[src/rtl/shift_rotate_pkg.sv]
package shift_rotate_pkg;

    localparam int unsigned DATA_W = 8;
    localparam int unsigned OPW    = 2;

    // Flag positions inside the status byte; a neighbour decodes them.
    localparam int unsigned FLAG_N = 7;
    localparam int unsigned FLAG_Z = 1;
    localparam int unsigned FLAG_C = 0;

    typedef enum logic [OPW-1:0] {
        OP_SHL = 2'd0,
        OP_ROL = 2'd1,
        OP_SHR = 2'd2,
        OP_ROR = 2'd3
    } shift_op_e;

    // Accumulator-form opcode pattern: 0 ss 01010, ss selects the operation.
    localparam logic [4:0] ACC_LOW_PATTERN = 5'b01010;

endpackage

[src/rtl/sr_opcode_decode.sv]
module sr_opcode_decode
    import shift_rotate_pkg::*;
(
    input  logic [DATA_W-1:0] opcode_i,
    output shift_op_e         op_o,
    output logic              hit_o
);

    logic low_match;
    logic top_clear;

    always_comb begin
        low_match = (opcode_i[4:0] == ACC_LOW_PATTERN);
        top_clear = (opcode_i[DATA_W-1] == 1'b0);
        hit_o     = low_match && top_clear;
        if (hit_o) begin
            op_o = shift_op_e'(opcode_i[6:5]);
        end else begin
            op_o = OP_SHL;
        end
    end

endmodule

[src/rtl/sr_shift_core.sv]
module sr_shift_core
    import shift_rotate_pkg::*;
#(
    parameter int unsigned W = DATA_W
) (
    input  logic [W-1:0] opnd_i,
    input  shift_op_e    op_i,
    input  logic         carry_i,
    output logic [W-1:0] result_o,
    output logic         carry_o
);

    localparam int unsigned MSB = W - 1;

    logic [W-1:0] left_path;
    logic [W-1:0] right_path;
    logic         left_fill;
    logic         right_fill;

    always_comb begin
        left_fill  = (op_i == OP_ROL) ? carry_i : 1'b0;
        right_fill = (op_i == OP_ROR) ? carry_i : 1'b0;
    end

    // Bit-wise neighbour wiring for both directions.
    for (genvar b = 0; b < W; b++) begin : g_bits
        if (b == 0) begin : g_lsb
            assign left_path[b] = left_fill;
        end else begin : g_lmid
            assign left_path[b] = opnd_i[b-1];
        end
        if (b == MSB) begin : g_msb
            assign right_path[b] = right_fill;
        end else begin : g_rmid
            assign right_path[b] = opnd_i[b+1];
        end
    end

    always_comb begin
        unique case (op_i)
            OP_SHL, OP_ROL: begin
                result_o = left_path;
                carry_o  = opnd_i[MSB];
            end
            OP_SHR, OP_ROR: begin
                result_o = right_path;
                carry_o  = opnd_i[0];
            end
            default: begin
                result_o = '0;
                carry_o  = 1'b0;
            end
        endcase
    end

endmodule

[src/rtl/sr_flag_merge.sv]
module sr_flag_merge
    import shift_rotate_pkg::*;
#(
    parameter int unsigned W = DATA_W
) (
    input  logic [W-1:0] stat_i,
    input  logic [W-1:0] result_i,
    input  logic         carry_i,
    output logic [W-1:0] stat_o
);

    always_comb begin
        stat_o         = stat_i;
        stat_o[FLAG_N] = result_i[W-1];
        stat_o[FLAG_Z] = (result_i == '0);
        stat_o[FLAG_C] = carry_i;
    end

endmodule

[src/rtl/shift_rotate_unit.sv]
module shift_rotate_unit
    import shift_rotate_pkg::*;
(
    input  logic [7:0] opnd_i,
    input  logic [1:0] op_sel_i,
    input  logic [7:0] stat_i,
    output logic [7:0] result_o,
    output logic [7:0] stat_o,
    input  logic [7:0] opcode_i,
    output logic [1:0] dec_op_o,
    output logic       dec_hit_o
);

    shift_op_e    op_q;
    shift_op_e    dec_op;
    logic         carry_out;
    logic [DATA_W-1:0] core_res;

    assign op_q = shift_op_e'(op_sel_i);

    sr_opcode_decode u_decode (
        .opcode_i (opcode_i),
        .op_o     (dec_op),
        .hit_o    (dec_hit_o)
    );

    sr_shift_core #(.W(DATA_W)) u_core (
        .opnd_i   (opnd_i),
        .op_i     (op_q),
        .carry_i  (stat_i[FLAG_C]),
        .result_o (core_res),
        .carry_o  (carry_out)
    );

    sr_flag_merge #(.W(DATA_W)) u_flags (
        .stat_i   (stat_i),
        .result_i (core_res),
        .carry_i  (carry_out),
        .stat_o   (stat_o)
    );

    assign result_o = core_res;
    assign dec_op_o = dec_op;

endmodule

[config.mk]
export PLATFORM = sky130hd
export DESIGN_NAME = shift_rotate_unit
export DESIGN_NICKNAME = d
export VERILOG_FILES = /design/src/rtl/shift_rotate_pkg.sv /design/src/rtl/sr_opcode_decode.sv /design/src/rtl/sr_shift_core.sv /design/src/rtl/sr_flag_merge.sv /design/src/rtl/shift_rotate_unit.sv
export SDC_FILE = /design/constraint.sdc
export NUM_CORES = 1
export LEC_CHECK = 0
export ABC_AREA = 1
export BUFFER_PORTS_ARGS = -buffer_cell sky130_fd_sc_hd__buf_2
export CAP_MARGIN = 15
export CORE_AREA = 2 2 39 41
export DETAILED_ROUTE_END_ITERATION = 10
export DIE_AREA = 0 0 41 43
export PLACE_DENSITY = 0.61
export REMOVE_ABC_BUFFERS = 1
export SYNTH_ARGS = -nofsm -noshare
export SYNTH_HDL_FRONTEND = slang
export SYNTH_SLANG_ARGS = --single-unit
export TNS_END_PERCENT = 100
[constraint.sdc]
create_clock -name vclk -period 0.9
set_input_delay 0.045 -clock vclk [all_inputs]
set_output_delay 0.045 -clock vclk [all_outputs]
set_load 0.01 [all_outputs]
### Yosys cells after proc, flatten, opt, wreduce, memory -nomap -nowiden

Cells that the tools add are included.

* logic and storage cells: 15
* output and inout bits: 19
* memories: 0
* bits in read-only memories: 0
* bits in latches: 0
* input port bits: 26
* flip-flop bits (word level): 0
* bits in writable memories: 0

* add/sub/neg operators: 0
* muxes and demuxes: 5
* equal/unequal tests: 4
* divide/modulo/power cells: 0
* bitwise logic cells: 1
* shift-type cells: 0
* order comparisons: 0
* reductions and logical operators: 5
* multipliers: 0

Operator list (number)
* $pmux W8 S2: 1
* $logic_not A8 Y1: 1
* $eq A5 B4 Y1 const B: 1
* $eq A2 B2 Y1 const B: 2
* $reduce_or A2 Y1: 2
* $eq A2 B1 Y1 const B: 1
* $logic_not A2 Y1: 1
* $mux W1: 2
* $mux W2: 1
* $pmux W1 S2: 1
* $logic_and A1 B1 Y1: 1
* $not A1 Y1: 1

### Longest topological paths before layout

* depth after elaboration: 4
* depth in mapped cells: 7
* depth with buffers taken out: 6

### By module

Synthesis repeated with hierarchy kept, for this count alone.

* cell total of the unflattened synthesis: 54
* area, all modules: 255.2 µm²

Modules (own cells, without submodules)
* sr_shift_core: seq. area each 0.0 µm², area each 123.9 µm², cells an instance 29, times used 1
* sr_flag_merge: seq. area each 0.0 µm², area each 78.8 µm², cells an instance 14, times used 1
* sr_opcode_decode: seq. area each 0.0 µm², area each 52.6 µm², cells an instance 11, times used 1

### Worst setup path before layout

No wires, ideal clock.

* kind: input-to-output
* from: in op_sel_i[1]
* to: out stat_o[1]
* data arrival time: 0.657 ns
* cell stages on the path: 7
* required time: 0.855 ns
* setup slack: 0.198 ns
* path buffers: 1
* cell sequence: buf_6 -> inv_6 -> nand2_1 -> nand2_1 -> nor2_1 -> nand2_1 -> nor2_1

* longest elaborated chain between the ends: 4

Ends and longest elaborated chain
* start: declaration: line shift_rotate_unit.sv:5 `input logic [1:0] op_sel_i,`
* $eq A2 B2 Y1 (tied with other cells): line sr_shift_core.sv:40 `unique case (op_i)`
* $reduce_or A2 Y1: line sr_shift_core.sv:40
* $pmux W8 S2 *: line sr_shift_core.sv:40
* net result_o[2]: line shift_rotate_unit.sv:7 `output logic [7:0] result_o,`
* $logic_not A8 Y1 *: line sr_flag_merge.sv:15 `stat_o[FLAG_Z] = (result_i == '0);`
* end: declaration: line shift_rotate_unit.sv:8 `output logic [7:0] stat_o,`

Mark *: on every way through the listed nets, which the timed path passes. The rest lies on a longest branch.

### Final worst setup path

* from: in op_sel_i[1]
* to: out stat_o[1]

* longest elaborated chain between the ends: 4

Ends and longest elaborated chain
* $eq A2 B1 Y1 (tied with other cells): line sr_shift_core.sv:21, sr_shift_core.sv:40
* $mux W1 (tied with other cells): line sr_shift_core.sv:21 `left_fill = (op_i == OP_ROL) ? carry_i : 1'b0;`
* $pmux W8 S2 *: line sr_shift_core.sv:40
* $logic_not A8 Y1 *: line sr_flag_merge.sv:15

Every way passes the cells marked *; elsewhere a longest branch is shown, timed or not.

==> flow_summary.toml <==
[global_routing]
grt_pass1_vias = 329
grt_antenna_before_repair = 0
overflow = 0
grt_pass1_wl_um = 1138
grt_max_degree = 11
grt_use_total = 0.08392

[worst_setup_path]
crit_path_cell_trace = "buf_6, inv_6, nand3_1, nand2_2, nor2_1, nand2_1, nor2_1, buf_2"
cp_max_fo = 10
critPathTopFamily = "simple AND/OR/NAND/NOR gates"
crit_arrival_ns = 0.70
path_common_cell = "nor2_1"
cp_slowest_cell = "buf_2"
worstPathRequired_ns = 0.85
critPathKind = "in2out"
cp_num_buf_inv = 3
crit_path_start_kind = "primary input"
cp-end-kind = "output pin"
cpPeakStageDelay_ns = 0.13

[timing]
fin_crit_sh = 0.8331
fmax_ghz = 1.334
tightest_slew_ns = 0.1386
hold_viol_final = 0
rsz0062_at_grt = "no"
max_slew_margin = 0.9069
finalCriticalPeriod_ns = 0.7498
setup_viol = 0
tns_ns = 0
drv_slew = 0

[power]
irDropWorstVdd_uv = 108.2
p_leak_uw = 0.0002769
power_density_nw_per_um2 = 470.2

[cells_and_area]
final_common_cell = "buf_2"
antenna_cells = 0
numSequentialCells = 0
nets = 107
finalInstanceArea_um2 = 402.9
fill_cells = 174
drive_gt1_frac = 0.5823
multi_input_area_um2 = 183.9
clkbuf_count = 0
final_cell_mix = "buf_2 (32), nand2_1 (19), nand2_2 (10)"
regArea_um2 = 0
area_delta_synth_final_pct = 46.36

[min_path]
worstHoldPathType = "in2out"

[routing]
antenna_left = 0
drc_errors = 0
wirelength_um = 817
top_layer_used = "met3"
wl_met3_um = 138
vias_per_cell = 4.147
wl_met1_um = 310
wl_met2_um = 368
wl_per_cell_um = 8.600
via_count = 394
drt_iter0_markers = 6
detail_route.first_pass.iterations = 3

[die]
placementRows = 14
initial_core_util = 0.1989
dieArea_um2 = 1763
fp.dieW_um = 41
coreArea_um2 = 1384
dieHeight_um = 43
ioPinCount = 45

[synthesis]
yosysSeqAreaShare = 0
synthDistinctLibCells = 10
syn_area_um2 = 275.3
synth_area_per_cell_um2 = 5.097
yosysWarningCount = 0
synthCells = 54

[placed_design]
dpl_cell_area_um2 = 396.6
place_congestion = 0.7141
hpwl_um = 732
portBuffers = 33

[clock_network]
holdBufCountCts = 0
post_cts_buffers = 0
cts_resized = 0

[run_status]
outcome = "complete, no violations"

[run]
maxCapViolations = 0
[metal layers]
layer / global-route usage / vias to the layer above
met2: 0.1500 / 33
met1: 0.09177 / 158
met3: 0.03665 / 0
met5: 0 / -
li1: - / 203
met4: 0 / 0
[power breakdown]
part           switching [uW]  total (uW)  internal [uW]
registers                   0           0              0
logic                     103         189           86.5
clock network               0           0              0
[kinds of logic (layout without fill, tap and decap cells)]
group         after synthesis  in the layout  share of synthesized area
buf+inv                    14             39                     0.3318
simple gates               40             40                     0.6682
[through the flow]
| step | utilization | total power, uW | hold slack, ns | worst slack (ns) | cells |
|---|---|---|---|---|---|
| final | 0.2911 | 189.4 | 0.09007 | 0.1502 | 95 |
| after global routing | 0.2911 | 213.9 | 0.09007 | 0.03970 | 95 |
| after CTS | 0.2866 | 189.6 | 0.09010 | 0.007600 | 95 |
| after detailed placement | 0.2866 | 188.9 | 0.09010 | 0.01035 | 95 |
| after global placement | 0.2866 | 186.2 | 0.09010 | 0.02014 | 95 |
| after floorplan | - | 93.46 | 0.09000 | 0.3052 | 46 |
[final timing paths]
path                     to   startpoint  slack (ns)  depth (start not counted)
setup / recovery  stat_o[1]  op_sel_i[1]        0.15                          8
hold / removal    stat_o[2]    stat_i[2]        0.09                          0
[layout make-up]
class,instances,area share
Multi-Input combinational cell,40,0.4565
Inverter,6,0.06832
Timing Repair Buffer,33,0.4255
Tap cell,16,0.04969
[cell usage after synthesis]
master    n  area (um^2)
buf_4     7        52.55
buf_6     1        11.26
inv_1     5        18.77
inv_6     1        8.760
nand2_1  19        71.32
nand2_2  10        62.56
nand3_1   2        10.01
nor2_1    6        22.52
nor2_2    2        12.51
nor3_1    1        5.000
Power figures use the tool's default switching activity.
